<file path="src/rtl/frx_pkg.sv">
package frx_pkg;

    localparam int MAX_BITS = 9;
    localparam int OSR      = 16;

    typedef enum logic [2:0] {
        ST_IDLE,
        ST_START,
        ST_DATA,
        ST_PAR,
        ST_STOP
    } rx_state_e;

    // One received character with its own status marks
    typedef struct packed {
        logic [MAX_BITS-1:0] data;
        logic                ferr;
        logic                perr;
    } char_t;

    // Character as it leaves the deframer
    typedef struct packed {
        char_t chr;
        logic  addr;
    } frame_t;

    // Character as it is stored in the buffer
    typedef struct packed {
        char_t chr;
        logic  ovr;
    } entry_t;

    function automatic logic [3:0] size_of(input logic [2:0] code);
        case (code)
            3'b000:  return 4'd5;
            3'b001:  return 4'd6;
            3'b010:  return 4'd7;
            3'b111:  return 4'd9;
            default: return 4'd8;
        endcase
    endfunction

    function automatic logic maj3(input logic a, input logic b, input logic c);
        return (a & b) | (a & c) | (b & c);
    endfunction

endpackage

</file>
<file path="src/rtl/frx_deframer.sv">
module frx_deframer
    import frx_pkg::*;
#(
    parameter int OSR_P = OSR
) (
    input  logic       clk,
    input  logic       rst,
    input  logic       en,
    input  logic       tick,
    input  logic       rxd,
    input  logic [2:0] size_code,
    input  logic [1:0] par_code,
    output logic       start_ok,
    output logic       frm_valid,
    output frame_t     frm_out
);
    localparam int CW  = $clog2(OSR_P);
    localparam int MID = OSR_P / 2;
    localparam logic [CW-1:0] SMP_A = CW'(MID - 1);
    localparam logic [CW-1:0] SMP_B = CW'(MID);
    localparam logic [CW-1:0] SMP_C = CW'(MID + 1);
    localparam logic [CW-1:0] SMP_E = CW'(OSR_P - 1);

    rx_state_e           state;
    logic [CW-1:0]       cnt;
    logic [1:0]          vote;
    logic [3:0]          bit_idx;
    logic [3:0]          nbits;
    logic                par_on;
    logic                par_odd;
    logic                par_rx;
    logic [MAX_BITS-1:0] shreg;
    logic                bit_val;
    logic [3:0]          last_idx;

    // third sample is the live line value
    assign bit_val  = maj3(vote[0], vote[1], rxd);
    assign last_idx = nbits - 4'd1;

    always_ff @(posedge clk) begin
        start_ok  <= 1'b0;
        frm_valid <= 1'b0;
        if (rst || !en) begin
            state   <= ST_IDLE;
            cnt     <= '0;
            vote    <= '0;
            bit_idx <= '0;
            nbits   <= 4'd8;
            par_on  <= 1'b0;
            par_odd <= 1'b0;
            par_rx  <= 1'b0;
            shreg   <= '0;
            frm_out <= '0;
        end else if (tick) begin
            if (state == ST_IDLE) begin
                if (!rxd) begin
                    // this tick is sample 0 of the start bit
                    state   <= ST_START;
                    cnt     <= CW'(1);
                    shreg   <= '0;
                    bit_idx <= '0;
                    nbits   <= size_of(size_code);
                    par_on  <= par_code[1];
                    par_odd <= par_code[0];
                end
            end else begin
                cnt <= (cnt == SMP_E) ? '0 : cnt + CW'(1);
                if (cnt == SMP_A) vote[0] <= rxd;
                if (cnt == SMP_B) vote[1] <= rxd;
                if (cnt == SMP_C) begin
                    case (state)
                        ST_START: begin
                            if (bit_val) state <= ST_IDLE;
                            else         start_ok <= 1'b1;
                        end
                        ST_DATA: shreg[bit_idx] <= bit_val;
                        ST_PAR:  par_rx <= bit_val;
                        ST_STOP: begin
                            frm_valid         <= 1'b1;
                            frm_out.chr.data  <= shreg;
                            frm_out.addr      <= shreg[last_idx];
                            frm_out.chr.ferr  <= !bit_val;
                            frm_out.chr.perr  <= par_on & ((^shreg) ^ par_rx ^ par_odd);
                            state             <= ST_IDLE;
                        end
                        default: ;
                    endcase
                end
                if (cnt == SMP_E) begin
                    case (state)
                        ST_START: begin
                            state   <= ST_DATA;
                            bit_idx <= '0;
                        end
                        ST_DATA: begin
                            if (bit_idx == last_idx) state <= par_on ? ST_PAR : ST_STOP;
                            else                     bit_idx <= bit_idx + 4'd1;
                        end
                        ST_PAR:  state <= ST_STOP;
                        default: ;
                    endcase
                end
            end
        end
    end

endmodule

</file>
<file path="src/rtl/frx_rxbuf.sv">
module frx_rxbuf
    import frx_pkg::*;
#(
    parameter int DEPTH = 2,
    localparam int CNT_W = $clog2(DEPTH + 1),
    localparam int PW    = (DEPTH > 1) ? $clog2(DEPTH) : 1
) (
    input  logic             clk,
    input  logic             rst,
    input  logic             flush,
    input  logic             push,
    input  entry_t           push_entry,
    input  logic             pop,
    output entry_t           head,
    output logic [CNT_W-1:0] count,
    output logic             full
);
    entry_t        slot [DEPTH];
    logic [PW-1:0] wp;
    logic [PW-1:0] rp;
    logic          do_pop;
    logic          do_push;

    function automatic logic [PW-1:0] step(input logic [PW-1:0] p);
        return (p == PW'(DEPTH - 1)) ? '0 : p + PW'(1);
    endfunction

    assign full    = (count == CNT_W'(DEPTH));
    assign do_pop  = pop && (count != '0);
    assign do_push = push && (!full || do_pop);
    assign head    = slot[rp];

    for (genvar i = 0; i < DEPTH; i++) begin : g_slot
        always_ff @(posedge clk) begin
            if (rst)                                slot[i] <= '0;
            else if (do_push && (wp == PW'(i)))     slot[i] <= push_entry;
        end
    end

    always_ff @(posedge clk) begin
        if (rst || flush) begin
            wp    <= '0;
            rp    <= '0;
            count <= '0;
        end else begin
            if (do_push) wp <= step(wp);
            if (do_pop)  rp <= step(rp);
            count <= count + CNT_W'(do_push) - CNT_W'(do_pop);
        end
    end

endmodule

</file>
<file path="src/rtl/frame_rx_top.sv">
module frame_rx_top
    import frx_pkg::*;
#(
    parameter int OSR_P     = OSR,
    parameter int BUF_DEPTH = 2,
    localparam int CNT_W = $clog2(BUF_DEPTH + 1)
) (
    input  logic       clk,
    input  logic       rst,
    input  logic       rx_en,
    input  logic       tick16,
    input  logic       rxd,
    input  logic [2:0] size_code,
    input  logic [1:0] par_code,
    input  logic       mp_mode,
    input  logic       rd_pop,
    output logic [7:0] rd_data,
    output logic       rd_bit8,
    output logic       rd_ferr,
    output logic       rd_ovr,
    output logic       rd_perr,
    output logic       rx_done
);
    logic             start_ok;
    logic             frm_valid;
    frame_t           frm;
    logic             accept;
    logic             pop_eff;
    logic             hold_v;
    char_t            hold;
    logic             lost_q;
    logic             push;
    entry_t           push_e;
    entry_t           head;
    logic [CNT_W-1:0] buf_cnt;
    logic             buf_full;

    frx_deframer #(.OSR_P(OSR_P)) u_deframer (
        .clk       (clk),
        .rst       (rst),
        .en        (rx_en),
        .tick      (tick16),
        .rxd       (rxd),
        .size_code (size_code),
        .par_code  (par_code),
        .start_ok  (start_ok),
        .frm_valid (frm_valid),
        .frm_out   (frm)
    );

    frx_rxbuf #(.DEPTH(BUF_DEPTH)) u_rxbuf (
        .clk        (clk),
        .rst        (rst),
        .flush      (!rx_en),
        .push       (push),
        .push_entry (push_e),
        .pop        (pop_eff),
        .head       (head),
        .count      (buf_cnt),
        .full       (buf_full)
    );

    assign rx_done = (buf_cnt != '0);
    assign pop_eff = rd_pop && rx_done;
    assign accept  = frm_valid && (!mp_mode || frm.addr);

    // the waiting character has priority; a fresh frame can never meet it
    always_comb begin
        push   = 1'b0;
        push_e = '0;
        if (hold_v && pop_eff) begin
            push   = 1'b1;
            push_e = '{chr: hold, ovr: lost_q};
        end else if (accept && (!buf_full || pop_eff)) begin
            push   = 1'b1;
            push_e = '{chr: frm.chr, ovr: lost_q};
        end
    end

    always_ff @(posedge clk) begin
        if (rst || !rx_en) begin
            hold_v <= 1'b0;
            hold   <= '0;
            lost_q <= 1'b0;
        end else begin
            if (push) lost_q <= 1'b0;
            if (hold_v && pop_eff) begin
                hold_v <= 1'b0;
            end else if (hold_v && start_ok) begin
                hold_v <= 1'b0;
                lost_q <= 1'b1;
            end
            if (accept && buf_full && !pop_eff) begin
                hold_v <= 1'b1;
                hold   <= frm.chr;
            end
        end
    end

    assign rd_data = head.chr.data[7:0];
    assign rd_bit8 = head.chr.data[MAX_BITS-1];
    assign rd_ferr = head.chr.ferr;
    assign rd_perr = head.chr.perr;
    assign rd_ovr  = head.ovr;

endmodule

</file>
<file path="config.mk">
export PLATFORM = sky130hd
export DESIGN_NAME = frame_rx_top
export DESIGN_NICKNAME = d
export VERILOG_FILES = /design/src/rtl/frx_pkg.sv /design/src/rtl/frx_deframer.sv /design/src/rtl/frx_rxbuf.sv /design/src/rtl/frame_rx_top.sv
export SDC_FILE = /design/constraint.sdc
export NUM_CORES = 1
export LEC_CHECK = 0
export BUFFER_PORTS_ARGS = -buffer_cell sky130_fd_sc_hd__buf_2
export CORE_MARGIN = 2
export CORE_UTILIZATION = 60
export CTS_CLUSTER_DIAMETER = 80
export DETAILED_ROUTE_END_ITERATION = 10
export PLACE_DENSITY = 0.82
export SLEW_MARGIN = 20
export SYNTH_ARGS = -nofsm -noshare
export SYNTH_HDL_FRONTEND = slang
export SYNTH_SLANG_ARGS = --single-unit
</file>
<file path="constraint.sdc">
create_clock -name clk -period 3.95 [get_ports clk]
set_clock_uncertainty 0.15 [all_clocks]
set_input_delay 0.5925 -clock clk [delete_from_list [all_inputs] [get_ports clk]]
set_output_delay 0.5925 -clock clk [all_outputs]
set_load 0.01 [all_outputs]
</file>
==> impl_metrics.py <==
metrics = {
    "cts": {
        "cts_tree": "built",
        "holdBufCountCts": 0,
        "cts_root_buf": "clkbuf_8",
        "clock-sinks": 85,
        "cts.htree.levels": 3,
        "clk_pin_slew_ns": 0.09,
        "post_cts_buffers": 0,
        "clk_latency_ns": 0.36,
        "clockBufferDepth": 2,
        "ctsResizeCount": 0,
        "cts_made_buffers": 9,
    },
    "pwr": {
        "p_sw_share_pct": 23.0,
        "seqPwrFrac_pct": 53.9,
        "p_sw_w": 0.000392,
        "internal_power_w": 0.00131,
        "p_comb_share_pct": 5.2,
        "cellLeakagePower_nw": 1.93,
        "ir_drop_mv": 0.189,
        "p_per_area_nw_per_um2": 366,
        "clock_power_share_pct": 40.9,
    },
    "grt": {
        "grt_use_total_pct": 21.8,
        "antenna_found_initial": 0,
        "gr-total-overflow": 0,
        "first_global_vias": 2907,
        "grt_pass1_wl_mm": 13.3,
        "grt_max_degree": 32,
    },
    "critical_path": {
        "r2r-end": "u_deframer.state[0]",
        "rrSetupSlack_ns": 1.61,
        "crit_buf_inv": 1,
        "ff2ff_path_depth": 7,
        "crit_required_ns": 4.06,
        "endpoint_kind": "flip-flop",
        "worstPathMaxFanout": 6,
        "start_kind": "flip-flop",
        "slowest_stage": "dfxtp_1",
        "cp_top_family": "simple AND/OR/NAND/NOR gates",
        "path_cells": "inv_1 -> ha_1 -> xor2_1 -> nand2_1 -> nor4_1 -> o2111ai_1 -> and3_1",
        "r2r-start": "u_deframer.nbits[0]",
        "cp.arrival_ns": 2.46,
        "slowest_delay_ns": 0.53,
        "path_class": "reg2reg",
    },
    "detailed_routing": {
        "drc": 0,
        "dr.pass1.iters": 4,
        "vias": 3030,
        "drt-initial-drc-count": 142,
        "wl_per_cell_um": 14.5,
        "totalWireLength_mm": 7.78,
        "postRouteAntennaNets": 0,
        "viasPerCell": 5.65,
    },
    "final_layout": {
        "fin_area_um2": 4650,
        "nets": 457,
        "drive_above_1_share_pct": 16.8,
        "fin_util_pct": 68.0,
        "synthToLayoutAreaGrowth_pct": 9.11,
        "final_cell_mix": "nor2_1 (70), dfxtp_1 (61), mux2i_1 (38)",
        "instances_no_fill": 536,
        "diodes": 0,
        "final_common_cell": "nor2_1",
    },
    "timing": {
        "fmax_mhz": 426,
        "finalHoldViolations": 0,
        "slew_viol_final": 0,
        "finalCritPeriodShare_pct": 59.4,
        "finalSetupTns_ns": 0,
        "maxSlewHeadroom_pct": 31.5,
        "worst_slew_pin_slew_ns": 1.02,
        "rsz0062_at_grt": "false",
        "fin_ws_ns": 1.61,
        "finalCriticalPeriod_ns": 2.34,
        "setup_viol": 0,
    },
    "job": {
        "drv_cap": 0,
    },
    "placed_design": {
        "place_area_um2": 4420,
        "portBuffers": 24,
        "dp.cells": 520,
        "gp_congestion": 0.874,
        "dp_hpwl_mm": 5.67,
        "preCtsSetupSlack_ns": 1.46,
    },
    "yosys": {
        "yosysUniqueCellTypes": 66,
        "syn_nets": 439,
        "yosys_warnings": 0,
        "ys_ff_latch": 85,
        "yosysSeqAreaShare_pct": 45.6,
        "synth_top_flop_cell": "dfxtp_1",
        "ys_async_sr_fraction_pct": 0,
        "syn_inst": 417,
        "synth_area_per_cell_um2": 10.2,
        "synth_edf_count": 24,
        "syn_area_um2": 4260,
    },
    "die": {
        "core-area_um2": 6830,
        "io_pins": 25,
        "start_util_pct": 62.3,
        "dieHeight_um": 88.3,
        "fp.dieW_um": 88.3,
        "die-area_um2": 7790,
        "fp-row-count": 30,
    },
    "min_path": {
        "hold_class": "in2reg",
        "min_to": "u_deframer.par_on",
        "min_from": "par_code[1]",
        "hold_depth": 3,
    },
    "run_status": {
        "status": "completed",
    },
}
## power groups by stage
stage	logic [W]	clock network, W	registers, W
after floorplan	0.0000630	0	0.000933
after CTS	0.0000886	0.000702	0.000916
after global routing	0.0000982	0.000733	0.000918
final	0.0000883	0.000695	0.000916
after detailed placement	0.0000882	0	0.000936
after global placement	0.0000861	0	0.000935
## state kept, by name, indices dropped and copies added, names as in the netlist, named ones only
signal                count
u_deframer.start_ok       1
u_deframer.frm_out       12
u_rxbuf.rp                1
u_deframer.par_odd        1
u_deframer.shreg          9
u_rxbuf.wp                1
u_deframer.cnt            4
u_deframer.state          3
u_deframer.par_on         1
u_deframer.bit_idx        4
u_rxbuf.slot             24
u_deframer.par_rx         1
lost_q                    1
u_deframer.vote           2
u_deframer.nbits          4
hold_v                    1
u_rxbuf.count             2
hold                     11
u_deframer.frm_valid      1
## worst max path at each step
stage	slack (ns)	cells past startpoint	start	end
final	1.61	7	u_deframer.nbits[0]	u_deframer.state[0]
after global routing	1.36	7	u_deframer.nbits[0]	u_deframer.state[0]
after CTS	1.59	7	u_deframer.nbits[0]	u_deframer.state[0]
after detailed placement	1.46	6	mp_mode	u_rxbuf.slot[1][9]
after global placement	1.56	6	mp_mode	u_rxbuf.slot[1][8]
after floorplan	1.86	5	mp_mode	u_rxbuf.slot[1][0]
## cell families after synthesis
logic type	Yosys count	share of synthesized area, %
AO/OA/AOI/OAI	56	10.3
XOR/XNOR	22	5.20
flip-flops	85	45.6
multiplexers	52	13.2
adder cells (fa/ha/maj)	11	3.17
buffers and inverters	36	3.82
AND/OR/NAND/NOR	155	18.7
## cell usage after synthesis, drive strengths merged, types with 4 or more instances
cell type  instances  area (um2)
buf               11        68.8
nand2             24        90.1
inv               16        60.1
mux2              12         135
a22o               7        61.3
dfxtp             61        1220
xor2               7        76.3
xnor2             14         123
o21ai             15        75.1
nand3             10        55.1
nand4              4        31.3
a21oi              9        45.0
nor3               7        51.3
clkbuf             9        33.8
ha                10         125
nor2              70         263
and3               6        37.5
mux2i             38         380
or3                5        36.3
a21o               8        60.1
edfxtp            24         721
## through the flow
stage          power [W]  hold slack (ns)
2_1_floorplan   0.000996            0.294
3_3_place_gp     0.00102            0.309
3_5_place_dp     0.00102            0.325
4_1_cts          0.00171            0.327
5_1_grt          0.00175            0.333
6_report         0.00170            0.328
## worst reg2reg max path, delay by kind of cell (launching register included)
kind | cells | cell delay (ns)
buffers and inverters | 1 | 0.11
adders and majority gates | 1 | 0.38
DFF | 1 | 0.53
AOI/OAI and AO/OA | 1 | 0.19
and+or+nand+nor | 3 | 0.71
xor gates and xnor gates | 1 | 0.16
## final cells by class
class	instances	area, um2
repair buffers	27	143
fillers	545	2180
clock inverters	7	104
multi-input cells	296	2150
well taps	96	120
inverters	16	60.1
clock buffers	9	124
flip-flops and latches	85	1940
## metal layers
metal  part of all wire, %  GRT usage (%)  vias to the layer above
met3                   3.3           3.64                       11
met4                   1.7           9.92                        0
met2                    49           36.3                       82
met1                    46           27.9                     1428
met5                     0              0                        -
li1                      -              -                     1509
Power figures use the tool's default switching activity.
